$ cat src/rtl/sto_pkg.sv
package sto_pkg;

  localparam int DATA_W = 32;

  typedef enum logic [1:0] {
    RSP_OK       = 2'd0,
    RSP_TYPE_ERR = 2'd1,
    RSP_ADDR_ERR = 2'd2
  } rsp_code_e;

endpackage

$ cat src/rtl/sto_rst_sync.sv
module sto_rst_sync (
  input  logic clk,
  input  logic rst_n,
  output logic rst_sync_n
);

  logic [1:0] stage_q;

  always_ff @(posedge clk or negedge rst_n) begin
    if (!rst_n) begin
      stage_q <= 2'b00;
    end else begin
      stage_q <= {stage_q[0], 1'b1};
    end
  end

  assign rst_sync_n = stage_q[1];

endmodule

$ cat src/rtl/sto_regs.sv
module sto_regs
  import sto_pkg::*;
#(
  parameter int ADDR_W     = 4,
  parameter int SEC_W      = 3,
  parameter int FRAC_W     = 13,
  parameter int RESET_FRAC = 800,
  parameter int OFS_SEC    = 0,
  parameter int OFS_FRAC   = 4
) (
  input  logic              clk,
  input  logic              rst_n,
  input  logic              req,
  input  logic              we,
  input  logic [ADDR_W-1:0] addr,
  input  logic [DATA_W-1:0] wdata,
  output logic              rsp_valid,
  output rsp_code_e         rsp_code,
  output logic [DATA_W-1:0] rsp_rdata,
  output logic [SEC_W-1:0]  sec_q,
  output logic [FRAC_W-1:0] frac_q
);

  localparam int FRAC_LSB = DATA_W - FRAC_W;

  logic              aligned;
  logic              hit_sec;
  logic              hit_frac;
  logic              wr_en;
  logic              rsp_en;
  logic [SEC_W-1:0]  sec_d;
  logic [FRAC_W-1:0] frac_d;
  logic              rsp_valid_d;
  rsp_code_e         rsp_code_d;
  logic [DATA_W-1:0] rsp_rdata_d;
  logic              unused_wbits;

  assign aligned  = (addr[1:0] == 2'b00);
  assign hit_sec  = (addr == ADDR_W'(OFS_SEC));
  assign hit_frac = (addr == ADDR_W'(OFS_FRAC));
  assign wr_en    = req && we && aligned && (hit_sec || hit_frac);
  assign rsp_en   = req || rsp_valid;

  // Bits between the two fields are never stored.
  assign unused_wbits = ^wdata[FRAC_LSB-1:SEC_W];

  always_comb begin
    sec_d       = sec_q;
    frac_d      = frac_q;
    rsp_valid_d = req;
    rsp_code_d  = RSP_OK;
    rsp_rdata_d = '0;
    if (req) begin
      if (!aligned) begin
        rsp_code_d = RSP_TYPE_ERR;
      end else if (hit_sec) begin
        if (we) sec_d = wdata[SEC_W-1:0];
        else    rsp_rdata_d = DATA_W'(sec_q);
      end else if (hit_frac) begin
        if (we) frac_d = wdata[DATA_W-1:FRAC_LSB];
        else    rsp_rdata_d = {frac_q, {FRAC_LSB{1'b0}}};
      end else begin
        rsp_code_d = RSP_ADDR_ERR;
      end
    end
  end

  always_ff @(posedge clk or negedge rst_n) begin
    if (!rst_n) begin
      sec_q  <= '0;
      frac_q <= FRAC_W'(RESET_FRAC);
    end else if (wr_en) begin
      sec_q  <= sec_d;
      frac_q <= frac_d;
    end
  end

  always_ff @(posedge clk or negedge rst_n) begin
    if (!rst_n) begin
      rsp_valid <= 1'b0;
      rsp_code  <= RSP_OK;
      rsp_rdata <= '0;
    end else if (rsp_en) begin
      rsp_valid <= rsp_valid_d;
      rsp_code  <= rsp_code_d;
      rsp_rdata <= rsp_rdata_d;
    end
  end

endmodule

$ cat src/rtl/sto_interval.sv
module sto_interval #(
  parameter int SEC_W         = 3,
  parameter int FRAC_W        = 13,
  parameter int TICKS_PER_SEC = 8000,
  parameter int MIN_TICKS     = 800,
  parameter int CNT_W         = 16
) (
  input  logic [SEC_W-1:0]  sec,
  input  logic [FRAC_W-1:0] frac,
  output logic [CNT_W-1:0]  ticks
);

  logic [CNT_W-1:0] raw;

  always_comb begin
    raw   = CNT_W'(sec) * CNT_W'(TICKS_PER_SEC) + CNT_W'(frac);
    ticks = (raw < CNT_W'(MIN_TICKS)) ? CNT_W'(MIN_TICKS) : raw;
  end

endmodule

$ cat src/rtl/sto_countdown.sv
module sto_countdown #(
  parameter int CNT_W = 16
) (
  input  logic             clk,
  input  logic             rst_n,
  input  logic             start,
  input  logic             done,
  input  logic             tick,
  input  logic [CNT_W-1:0] load_val,
  output logic             expired
);

  logic             active_q, active_d;
  logic [CNT_W-1:0] cnt_q, cnt_d;
  logic             exp_d;
  logic             cnt_en;

  // start beats done, done beats the final tick
  always_comb begin
    active_d = active_q;
    cnt_d    = cnt_q;
    exp_d    = 1'b0;
    if (start) begin
      active_d = 1'b1;
      cnt_d    = load_val;
    end else if (done) begin
      active_d = 1'b0;
      cnt_d    = '0;
    end else if (active_q && tick) begin
      if (cnt_q == CNT_W'(1)) begin
        active_d = 1'b0;
        cnt_d    = '0;
        exp_d    = 1'b1;
      end else begin
        cnt_d = cnt_q - CNT_W'(1);
      end
    end
  end

  assign cnt_en = start || done || (active_q && tick);

  always_ff @(posedge clk or negedge rst_n) begin
    if (!rst_n) begin
      active_q <= 1'b0;
      cnt_q    <= '0;
    end else if (cnt_en) begin
      active_q <= active_d;
      cnt_q    <= cnt_d;
    end
  end

  always_ff @(posedge clk or negedge rst_n) begin
    if (!rst_n) begin
      expired <= 1'b0;
    end else begin
      expired <= exp_d;
    end
  end

endmodule

$ cat src/rtl/split_timeout_timer.sv
module split_timeout_timer
  import sto_pkg::*;
#(
  parameter int ADDR_W        = 4,
  parameter int SEC_W         = 3,
  parameter int FRAC_W        = 13,
  parameter int TICKS_PER_SEC = 8000,
  parameter int MIN_TICKS     = 800,
  parameter int RESET_FRAC    = 800
) (
  input  logic              clk,
  input  logic              rst_n,
  input  logic              reg_req,
  input  logic              reg_we,
  input  logic [ADDR_W-1:0] reg_addr,
  input  logic [31:0]       reg_wdata,
  output logic              rsp_valid,
  output logic [1:0]        rsp_code,
  output logic [31:0]       rsp_rdata,
  input  logic              tick,
  input  logic              xact_start,
  input  logic              xact_done,
  output logic              expired
);

  localparam int MAX_TICKS = ((2 ** SEC_W) - 1) * TICKS_PER_SEC + (2 ** FRAC_W) - 1;
  localparam int CNT_W     = $clog2(MAX_TICKS + 1);

  logic              rst_int_n;
  logic [SEC_W-1:0]  sec_q;
  logic [FRAC_W-1:0] frac_q;
  logic [CNT_W-1:0]  interval_ticks;
  rsp_code_e         code_e;

  sto_rst_sync u_rst (
    .clk        (clk),
    .rst_n      (rst_n),
    .rst_sync_n (rst_int_n)
  );

  sto_regs #(
    .ADDR_W     (ADDR_W),
    .SEC_W      (SEC_W),
    .FRAC_W     (FRAC_W),
    .RESET_FRAC (RESET_FRAC)
  ) u_regs (
    .clk       (clk),
    .rst_n     (rst_int_n),
    .req       (reg_req),
    .we        (reg_we),
    .addr      (reg_addr),
    .wdata     (reg_wdata),
    .rsp_valid (rsp_valid),
    .rsp_code  (code_e),
    .rsp_rdata (rsp_rdata),
    .sec_q     (sec_q),
    .frac_q    (frac_q)
  );

  assign rsp_code = code_e;

  sto_interval #(
    .SEC_W         (SEC_W),
    .FRAC_W        (FRAC_W),
    .TICKS_PER_SEC (TICKS_PER_SEC),
    .MIN_TICKS     (MIN_TICKS),
    .CNT_W         (CNT_W)
  ) u_interval (
    .sec   (sec_q),
    .frac  (frac_q),
    .ticks (interval_ticks)
  );

  sto_countdown #(
    .CNT_W (CNT_W)
  ) u_count (
    .clk      (clk),
    .rst_n    (rst_int_n),
    .start    (xact_start),
    .done     (xact_done),
    .tick     (tick),
    .load_val (interval_ticks),
    .expired  (expired)
  );

endmodule

$ cat config.mk
export PLATFORM = sky130hd
export DESIGN_NAME = split_timeout_timer
export DESIGN_NICKNAME = d
export VERILOG_FILES = /design/src/rtl/sto_pkg.sv /design/src/rtl/sto_rst_sync.sv /design/src/rtl/sto_regs.sv /design/src/rtl/sto_interval.sv /design/src/rtl/sto_countdown.sv /design/src/rtl/split_timeout_timer.sv
export SDC_FILE = /design/constraint.sdc
export NUM_CORES = 1
export LEC_CHECK = 0
export CORE_ASPECT_RATIO = 1.25
export CORE_MARGIN = 5
export CORE_UTILIZATION = 60
export CTS_CLUSTER_DIAMETER = 150
export DETAILED_ROUTE_END_ITERATION = 8
export DONT_BUFFER_PORTS = 1
export PLACE_DENSITY = 0.88
export SLEW_MARGIN = 20
export SYNTH_ARGS = -nofsm -noshare
export SYNTH_HDL_FRONTEND = slang
export SYNTH_HIERARCHICAL = 1
export SYNTH_SLANG_ARGS = --single-unit
$ cat constraint.sdc
create_clock -name clk -period 2.65 [get_ports clk]
set_input_delay 0.3975 -clock clk [delete_from_list [all_inputs] [get_ports clk]]
set_output_delay 0.3975 -clock clk [all_outputs]
set_load 0.005 [all_outputs]
==> results of run 1 <==
[synth_stat cells (2+ instances only)]
| cell | number | area (sq um) |
|---|---|---|
| nor3_1 | 9 | 45.0 |
| or2_2 | 4 | 25.0 |
| a21oi_1 | 18 | 90.1 |
| o21bai_1 | 2 | 15.0 |
| a32o_1 | 2 | 20.0 |
| o22ai_1 | 3 | 18.8 |
| mux2_4 | 10 | 150 |
| o21a_1 | 2 | 15.0 |
| mux2_2 | 7 | 78.8 |
| o311ai_0 | 5 | 43.8 |
| nand2_1 | 24 | 90.1 |
| fa_1 | 5 | 100 |
| nand4_1 | 6 | 37.5 |
| nor3b_1 | 3 | 22.5 |
| dfrtp_1 | 52 | 1300 |
| buf_4 | 17 | 128 |
| ha_1 | 17 | 213 |
| nand3_1 | 11 | 55.1 |
| nor2_1 | 16 | 60.1 |
| conb_1 | 2 | 7.51 |
| o41ai_1 | 5 | 43.8 |
| a211oi_1 | 3 | 22.5 |
| a22oi_1 | 3 | 22.5 |
| dfstp_2 | 3 | 78.8 |
| inv_1 | 18 | 67.6 |
| o211ai_1 | 8 | 60.1 |
| a32oi_1 | 2 | 17.5 |
| o31ai_1 | 3 | 22.5 |
| o22a_1 | 3 | 26.3 |
| o21ai_0 | 12 | 60.1 |
| a22o_1 | 15 | 131 |
| xor2_1 | 5 | 43.8 |
| or3_1 | 3 | 18.8 |
| o21ai_1 | 7 | 35.0 |
| clkbuf_1 | 6 | 22.5 |
[cell families (layout without fill, tap and decap cells)]
family,Yosys count,in the layout,synth area share
adder cells (fa/ha/maj),22,22,0.0878
XOR/XNOR,6,6,0.0148
other,2,17,0.00211
AO/OA/AOI/OAI,107,107,0.223
flip-flops,55,55,0.387
multiplexers,17,17,0.0643
buffers and inverters,44,90,0.0699
AND/OR/NAND/NOR,94,94,0.151
[metrics by stage]
step           instance area (sq um)  setup WS [ps]  TNS, ps
4_1_cts                         4280          -1070   -12620
3_5_place_dp                    3940          -1130   -12840
3_3_place_gp                    3940           -979   -11400
6_report                        4400          -1210   -14240
2_1_floorplan                   3700           -932    -9960
5_1_grt                         4400          -1380   -16260
[routing by layer]
layer	GRT usage	part of all wire	vias to the layer above
li1	-	-	1392
met1	0.288	0.35	1539
met2	0.506	0.53	195
met3	0.0618	0.079	57
met4	0.0845	0.041	0
met5	0	0	-
[repair_timing]
item,CTS,global route
hold buffers,1,0
endpoints found under the hold margin,2,0
gates cloned,0,0
buffers inserted,14,6
pin swaps,21,16
setup endpoints to repair,15,16
gates resized for setup,23,16
[registers in the layout, summed over array words and instances (netlist names)]
| register | cells |
|---|---|
| u_count/active_q | 1 |
| u_count/cnt_q | 16 |
| u_count/expired | 1 |
| u_regs/frac_q | 13 |
| u_regs/rsp_code | 2 |
| u_regs/rsp_rdata | 16 |
| u_regs/rsp_valid | 1 |
| u_regs/sec_q | 3 |
| u_rst/stage_q | 2 |
[power groups by stage]
stage | clock [mW] | combinational (mW) | sequential [mW]
floorplan | 0 | 1.79 | 1.18
global placement | 0 | 2.54 | 1.21
detailed placement | 0 | 2.66 | 1.22
CTS | 0.506 | 3.23 | 1.20
global route | 0.543 | 4.10 | 1.25
finish | 0.502 | 3.86 | 1.22
[cell type report]
class                           count  area, sq um  area share
Multi-Input combinational cell    263         2230       0.508
Sequential cell                    55         1390       0.315
Timing Repair Buffer               64          529       0.120
Tap cell                           66         82.6      0.0188
Clock buffer                        5         68.8      0.0157
Inverter                           18         67.6      0.0154
Clock inverter                      3         27.5     0.00626
[path summary, 6_finish.rpt]
check,end,cells after the start
max in group asynchronous,u_count/cnt_q[9],1
setup reg to reg,u_count/cnt_q[4],15
hold reg to reg,u_regs/frac_q[1],0
min in group asynchronous,u_regs/frac_q[1],0
setup / recovery,u_count/cnt_q[4],15
hold / removal,u_regs/rsp_valid,0
[worst register-to-register path, delay by kind of cell, from the launching register on]
| kind | cells | cell delay (ps) |
|---|---|---|
| flip-flops | 1 | 430 |
| buffers and inverters | 4 | 370 |
| AND/OR/NAND/NOR | 3 | 250 |
| adder cells (fa/ha/maj) | 4 | 1640 |
| AO/OA/AOI/OAI | 4 | 1050 |
==> results.json, run 1 <==
{
  "numClockSinks": 55,
  "worstSetupStartpoint": "u_regs/sec_q[2]",
  "p_total_mw": 5.58,
  "relSlewSlack": 0.477,
  "p_sw_frac": 0.446,
  "finalClockSkew_ps": 12.9,
  "final_net_count": 472,
  "final_cell_mix": "buf_4, dfrtp_1, nand2_1, conb_1, inv_1",
  "p_leak_nw": 1.99,
  "grt-ovfl-total": 0,
  "intPower_mw": 3.09,
  "dp.cells": 445,
  "drc": 0,
  "finalCritPeriodShare": 1.46,
  "ant_nets": 0,
  "wire_per_inst_um": 21.3,
  "whs_ps": 84.8,
  "synthArstFlopShare": 1.00,
  "critical_path_required_ps": 2850,
  "io_buffers": 0,
  "ys_seq_area_frac": 0.387,
  "viasPerCell": 6.72,
  "path_max_fanout": 6,
  "irDropWorstVdd_uv": 794,
  "grt_pass1_vias": 3217,
  "core_area_sq_mm": 0.00578,
  "cp-end-kind": "flip-flop",
  "hold_path_class": "primary input to flip-flop",
  "cp_slowest_stage_delay_ps": 630,
  "syn-cell-area_sq_mm": 0.00356,
  "io_pins": 79,
  "track_usage": 0.265,
  "area_growth_pct": 23.4,
  "violations": "negative setup slack",
  "p_comb_frac": 0.692,
  "fp.dieW_um": 78.9,
  "ys_types": 71,
  "path_class": "flip-flop to flip-flop",
  "fillers": 336,
  "clk_latency_ps": 330,
  "syn_inst": 347,
  "min-delay-start": "reg_req",
  "reg2reg_setup_slack_ps": -1210,
  "htreeDepth": 2,
  "drt_first_pass_iters": 5,
  "place_congestion": 0.945,
  "grt_max_degree": 31,
  "r2r-start": "u_regs/sec_q[2]",
  "setup_violations": 15,
  "cts_max_path_buffers": 2,
  "clock_power_share": 0.090,
  "status": "finished, violations left",
  "max_cap_violations": 0,
  "fin_cells": 474,
  "rsz0062_at_grt": "true",
  "ys.flop_type": "dfrtp_1",
  "final_common_cell": "buf_4",
  "start_util": 0.616,
  "root_buffer": "clkbuf_8",
  "synth_warnings": 6,
  "fin_ws_ps": -1210,
  "cts_buffers": 5,
  "syn_avg_cell_area_sq_um": 10.3,
  "die_h_um": 96.1,
  "worstPathArrival_ps": 4060,
  "antennaDiodeCount": 0,
  "dieArea_sq_mm": 0.00759,
  "grt_pass1_wl_mm": 15.7,
  "max_freq_mhz": 259,
  "slowest_stage": "fa_2",
  "num_vias": 3183,
  "finalCriticalPeriod_ps": 3860,
  "cts_tree": "done",
  "hold_violations": 0,
  "p_seq_frac": 0.218,
  "ys_ff_latch": 55,
  "wl_mm": 10.1,
  "antenna_found_initial": 0,
  "drive_gt1_frac": 0.365,
  "path_cells": "fa_2 -> fa_2 -> inv_2 -> fa_1 -> inv_2 -> ha_4 -> nor3b_1 -> a311o_1 -> a311o_4 -> buf_4 -> buf_6 -> o41ai_2 -> o21ai_1 -> nand2_1 -> nand3_1",
  "worst_slew_pin_slew_ps": 785,
  "final_util": 0.761,
  "critPathBufInv": 4,
  "start_kind": "flip-flop",
  "final_max_slew_viol_count": 0,
  "synth_edf_count": 0,
  "p_switching_mw": 2.49,
  "critPathTopFamily": "adder cells",
  "rows": 31,
  "clkTransAtPathRegs_ps": 110,
  "drtIter0Drc": 298,
  "p_per_area_mw_per_mm2": 1270,
  "dpl.hpwl_mm": 6.93
}
Power figures use the tool's default switching activity.
==> run 2, diff against run 1 <==
--- a/config.mk
+++ b/config.mk
@@ -9,9 +9,10 @@
 export CORE_MARGIN = 5
 export CORE_UTILIZATION = 60
 export CTS_CLUSTER_DIAMETER = 150
+export CTS_CLUSTER_SIZE = 10
 export DETAILED_ROUTE_END_ITERATION = 8
 export DONT_BUFFER_PORTS = 1
-export PLACE_DENSITY = 0.88
+export PLACE_DENSITY = 0.78
 export SLEW_MARGIN = 20
 export SYNTH_ARGS = -nofsm -noshare
 export SYNTH_HDL_FRONTEND = slang
==> run 2 against run 1 <==
Effect of this change:
- the run still ends with negative setup slack left
- sequential cell count unchanged
- routed wire length decreased by 8.3%
- utilization decreased by 1.4 points
- setup slack improved by 110 ps
- critical path depth unchanged
- clock-buffer cell count unchanged
- clock skew decreased by 2.8 ps
- die area unchanged
- sequential power about the same
- global-route usage decreased by 2.3 points
- first-iteration DRC count decreased by 35%
- sequential share of layout area increased by 0.58 points
- critical path type unchanged
- highest routed layer unchanged
==> results.json, run 2 (same netlist as run 1, synthesis figures left out) <==
{
  "io_buffers": 0,
  "reg2regPathDepth": 15,
  "track_usage": 0.242,
  "reg2reg_setup_slack_ps": -1100,
  "max_cap_violations": 0,
  "grt-ovfl-total": 0,
  "whs_endpoint": "u_regs/rsp_valid",
  "grt_pass1_vias": 3040,
  "critical_path_required_ps": 2850,
  "holdPathStages": 0,
  "core_area_sq_mm": 0.00578,
  "grt_max_degree": 37,
  "p_per_area_mw_per_mm2": 1180,
  "cts_max_path_buffers": 2,
  "max_freq_mhz": 267,
  "htreeDepth": 2,
  "cts_buffers": 5,
  "drive_gt1_frac": 0.344,
  "finalCriticalPeriod_ps": 3750,
  "final_common_cell": "buf_4",
  "clk_latency_ps": 320,
  "start_util": 0.616,
  "path_max_fanout": 10,
  "reg_top3": "u_count/cnt_q: 16 flops, u_regs/rsp_rdata: 16 flops, u_regs/frac_q: 13 flops",
  "cp-end-kind": "flip-flop",
  "area.sequential_sq_mm": 0.00139,
  "irDropWorstVdd_uv": 834,
  "drtIter0Drc": 195,
  "fin_cells": 470,
  "p_leak_nw": 1.95,
  "wire_per_inst_um": 19.7,
  "fin_ws_ps": -1100,
  "root_buffer": "clkbuf_8",
  "path_cells": "fa_2 -> fa_2 -> inv_2 -> fa_1 -> inv_2 -> ha_4 -> buf_4 -> or2_4 -> a211oi_4 -> o21ai_1 -> buf_4 -> o21ai_0 -> o21ai_1 -> a22oi_1 -> nand3_1",
  "finalClockSkew_ps": 10.1,
  "dp.cells": 449,
  "fillers": 370,
  "final_max_slew_viol_count": 0,
  "final_cell_mix": "buf_4, dfrtp_1, nand2_1, conb_1",
  "reg2reg_to": "u_count/cnt_q[3]",
  "whs_ps": 93.0,
  "wl_mm": 9.27,
  "grt_pass1_wl_mm": 14.5,
  "dieArea_sq_mm": 0.00759,
  "critPathTopFamily": "adder cells",
  "path_class": "flip-flop to flip-flop",
  "drt_first_pass_iters": 5,
  "finalCritPeriodShare": 1.42,
  "violations": "negative setup slack",
  "crit_cells": 15,
  "stdcell_area_sq_mm": 0.00432,
  "fin_tns_setup_ps": -13280,
  "antennaDiodeCount": 0,
  "relSlewSlack": 0.509,
  "cts_tree": "done",
  "area_growth_pct": 21.2,
  "hold_path_class": "primary input to flip-flop",
  "viasPerCell": 6.46,
  "start_kind": "flip-flop",
  "cp_slowest_stage_delay_ps": 620,
  "status": "finished, violations left",
  "antenna_found_initial": 0,
  "setup_violations": 15,
  "fp.dieW_um": 78.9,
  "dpl.hpwl_mm": 6.61,
  "die_h_um": 96.1,
  "io_pins": 79,
  "place_area_sq_mm": 0.00397,
  "rows": 31,
  "min-delay-start": "reg_req",
  "critPathBufInv": 4,
  "rsz0062_at_grt": "true",
  "num_vias": 3036,
  "clkTransAtPathRegs_ps": 110,
  "multi_input_area_sq_mm": 0.00221,
  "numClockSinks": 55,
  "hold_violations": 0,
  "worst_slew_pin_slew_ps": 736,
  "place_congestion": 0.930,
  "worstPathArrival_ps": 3950,
  "slowest_stage": "fa_2",
  "final_net_count": 468,
  "drc": 0,
  "ant_nets": 0,
  "r2r-start": "u_regs/sec_q[0]"
}
[run 2: cell count changes in the layout (fill, tap and decap cells not counted), moves of 2 or more]
cell,previous run,this run
buf_6,9,3
inv_6,0,2
nand2_2,3,1
nor2_2,2,0
o21ai_1,7,9
o41ai_1,0,2
[run 2: stage by stage]
| stage | power [mW] | utilization | setup WS [ps] |
|---|---|---|---|
| 3_3_place_gp | 3.88 | 0.686 | -961 |
| 3_5_place_dp | 3.98 | 0.686 | -1090 |
| 6_report | 5.08 | 0.747 | -1100 |
| 2_1_floorplan | 2.97 | - | -932 |
| 4_1_cts | 4.77 | 0.731 | -1060 |
| 5_1_grt | 5.40 | 0.747 | -1250 |
[run 2: power by group]
| group | leakage (nW) | switching [mW] | internal (mW) | total [mW] |
|---|---|---|---|---|
| Sequential | 0.705 | 0.206 | 1.00 | 1.21 |
| Clock | 0.0519 | 0.301 | 0.201 | 0.502 |
| Combinational | 1.19 | 1.73 | 1.65 | 3.37 |
| Total | 1.95 | 2.23 | 2.85 | 5.08 |
[run 2: worst max path at each step]
stage                     slack, ps                to            start
final                         -1100  u_count/cnt_q[3]  u_regs/sec_q[0]
after global routing          -1250  u_count/cnt_q[0]  u_regs/sec_q[0]
after CTS                     -1060  u_count/cnt_q[3]  u_regs/sec_q[1]
after detailed placement      -1090  u_count/cnt_q[3]  u_regs/sec_q[2]
after global placement         -960  u_count/cnt_q[1]  u_regs/sec_q[2]
after floorplan                -930  u_count/cnt_q[6]  u_regs/sec_q[2]
[run 2: repair_timing]
action | 4_1_cts | 5_1_grt
buffers inserted | 8 | 3
gates resized for setup | 14 | 13
setup endpoints to repair | 15 | 16
pin swaps | 20 | 19
hold endpoints to repair | 2 | 0
hold buffers | 1 | 0
gates cloned | 0 | 1
[run 2: cell type report]
type	instances	share of cell area
Inverter	18	0.0157
Clock inverter	3	0.00783
Sequential cell	55	0.321
Tap cell	66	0.0191
Clock buffer	5	0.0159
Timing Repair Buffer	59	0.109
Multi-Input combinational cell	264	0.512
[run 2: per-layer routing]
metal  vias to the layer above  wire length, um  part of all wire  global-route usage
li1                       1386                -                 -                   -
met1                      1506             3580              0.39               0.285
met2                       120             4940              0.53               0.441
met3                        24              497             0.054              0.0524
met4                         0              246             0.027              0.0774
met5                         -                0                 0                   0
==> run 3, diff against run 2 <==
--- a/config.mk
+++ b/config.mk
@@ -6,13 +6,13 @@
 export NUM_CORES = 1
 export LEC_CHECK = 0
 export CORE_ASPECT_RATIO = 1.25
-export CORE_MARGIN = 5
-export CORE_UTILIZATION = 60
+export CORE_MARGIN = 2
+export CORE_UTILIZATION = 37
 export CTS_CLUSTER_DIAMETER = 150
 export CTS_CLUSTER_SIZE = 10
 export DETAILED_ROUTE_END_ITERATION = 8
 export DONT_BUFFER_PORTS = 1
-export PLACE_DENSITY = 0.78
+export PLACE_DENSITY = 0.53
 export SLEW_MARGIN = 20
 export SYNTH_ARGS = -nofsm -noshare
 export SYNTH_HDL_FRONTEND = slang
==> run 3 against run 2 <==
Effect of this change:
- the flow still finishes with violations (negative setup slack)
- critical path depth shrank 2
- global-route usage fell by 6.4 points
- register-to-register slack better by 50 ps
- clock power up 38%
- sequential power hardly changed
- clock-buffer cell count is the same
- die area rose by 38%
- combinational power increased by 10%
- fmax rose by 1.4%
- critical endpoint is now u_count/cnt_q[2]
- largest cell class unchanged
- highest routed layer unchanged
==> results.json, run 3 (same netlist as run 1, synthesis figures left out) <==
{
  "critPathBufInv": 2,
  "path_max_fanout": 7,
  "critical_path_required_ps": 2830,
  "die_h_um": 114,
  "drive_gt1_frac": 0.365,
  "reg2reg_to": "u_count/cnt_q[2]",
  "stdcell_area_sq_mm": 0.00456,
  "cts_max_path_buffers": 2,
  "place_congestion": 0.900,
  "cts_buffers": 5,
  "whs_endpoint": "u_regs/rsp_valid",
  "reg_top3": "u_count/cnt_q: 16 flops, u_regs/rsp_rdata: 16 flops, u_regs/frac_q: 13 flops",
  "max_freq_mhz": 270,
  "clkTransAtPathRegs_ps": 80,
  "p_switching_mw": 2.31,
  "reg2regPathDepth": 13,
  "grt_pass1_wl_mm": 14.9,
  "start_util": 0.375,
  "hold_path_class": "primary input to flip-flop",
  "viasPerCell": 5.47,
  "antenna_found_initial": 0,
  "hold_violations": 0,
  "rows": 40,
  "fp.dieW_um": 91.8,
  "ant_nets": 0,
  "start_kind": "flip-flop",
  "drc": 0,
  "grt-ovfl-total": 0,
  "io_pins": 79,
  "area_growth_pct": 28.0,
  "core_area_sq_mm": 0.00951,
  "dpl.hpwl_mm": 6.78,
  "final_cell_mix": "buf_4, dfrtp_1, nand2_1, conb_1, inv_1",
  "track_usage": 0.178,
  "status": "finished, violations left",
  "setup_violations": 15,
  "max_cap_violations": 0,
  "holdPathStages": 0,
  "drtIter0Drc": 142,
  "grt_max_degree": 28,
  "htreeDepth": 2,
  "critPathTopFamily": "adder cells",
  "rsz0062_at_grt": "true",
  "final_max_slew_viol_count": 0,
  "intPower_mw": 3.31,
  "p_leak_nw": 2.03,
  "fin_cells": 537,
  "path_class": "flip-flop to flip-flop",
  "root_buffer": "clkbuf_16",
  "whs_ps": 118,
  "p_seq_frac": 0.217,
  "violations": "negative setup slack",
  "path_cells": "fa_2 -> fa_2 -> inv_2 -> fa_1 -> inv_2 -> ha_4 -> nor2b_4 -> a311o_1 -> a311o_4 -> o41ai_1 -> o21ai_1 -> nand2_1 -> nand3_1",
  "worst_slew_pin_slew_ps": 821,
  "wire_per_inst_um": 17.1,
  "fin_ws_ps": -1050,
  "dieArea_sq_mm": 0.0104,
  "worstPathArrival_ps": 3880,
  "num_vias": 2939,
  "place_worst_setup_slack_ps": -1060,
  "p_sw_frac": 0.411,
  "cp-end-kind": "flip-flop",
  "reg2reg_setup_slack_ps": -1050,
  "io_buffers": 0,
  "grt_pass1_vias": 2995,
  "place_area_sq_mm": 0.00405,
  "r2r-start": "u_regs/sec_q[0]",
  "p_per_area_mw_per_mm2": 1230,
  "final_common_cell": "buf_4",
  "finalCriticalPeriod_ps": 3700,
  "finalClockSkew_ps": 10.5,
  "finalCritPeriodShare": 1.40,
  "cp_slowest_stage_delay_ps": 580,
  "clock_power_share": 0.123,
  "slowest_stage": "fa_2",
  "p_comb_frac": 0.660,
  "clk_latency_ps": 300,
  "wl_mm": 9.19,
  "cts_tree": "done",
  "antennaDiodeCount": 0,
  "numClockSinks": 55,
  "relSlewSlack": 0.452,
  "dp.cells": 510,
  "irDropWorstVdd_uv": 558,
  "final_net_count": 475,
  "drt_first_pass_iters": 4,
  "min-delay-start": "reg_req"
}
[run 3: cell types whose count changed in the layout (fill, tap and decap cells not counted), moves of 2 or more]
cell       previous run  this run
and4b_2               2         0
ha_1                 12        10
clkbuf_8              5         0
clkbuf_16             0         5
ha_4                  4         6
buf_6                 3         9
buf_4                54        56
[run 3: repair_timing]
action | CTS | global route
gates resized for setup | 19 | 21
cloned | 0 | 0
endpoints found under the hold margin | 2 | 0
pin swaps | 16 | 12
hold buffers | 1 | 0
setup endpoints to repair | 16 | 16
buffers inserted | 8 | 11
[run 3: worst max path at each step]
stage                       endpoint  slack (ps)       startpoint  cells past startpoint
floorplan           u_count/cnt_q[6]        -930  u_regs/sec_q[2]                     13
global placement    u_count/cnt_q[6]       -1020  u_regs/sec_q[2]                     13
detailed placement  u_count/cnt_q[8]       -1060  u_regs/sec_q[0]                     13
CTS                 u_count/cnt_q[6]       -1040  u_regs/sec_q[0]                     13
global route        u_count/cnt_q[2]       -1220  u_regs/sec_q[0]                     14
finish              u_count/cnt_q[2]       -1050  u_regs/sec_q[0]                     13
[run 3: area by class of cell]
type,instances,area [sq um]
fill,922,4950
multi-input combinational,263,2240
sequential,55,1390
timing repair buffer,67,552
tap,126,158
clock buffer,5,125
inverter,18,67.6
clock inverter,3,26.3
[run 3: power by group through the flow]
stage	registers [mW]	logic [mW]	clock network (mW)
6_report	1.22	3.71	0.694
5_1_grt	1.25	4.03	0.737
4_1_cts	1.22	3.19	0.707
3_5_place_dp	1.23	2.73	0
3_3_place_gp	1.22	2.71	0
2_1_floorplan	1.18	1.79	0
[run 3: through the flow]
| step | utilization | TNS, ps | total power, mW |
|---|---|---|---|
| after floorplan | - | -9960 | 2.97 |
| after global placement | 0.426 | -12290 | 3.93 |
| after detailed placement | 0.426 | -12790 | 3.96 |
| after CTS | 0.461 | -12250 | 5.11 |
| after global routing | 0.479 | -15130 | 6.02 |
| final | 0.479 | -12630 | 5.62 |
[run 3: per-layer routing]
layer	GRT usage	vias to the layer above	wire, um
met5	0	-	0
li1	-	1402	-
met2	0.323	71	4950
met1	0.213	1452	3680
met4	0.0587	0	180
met3	0.0324	14	388
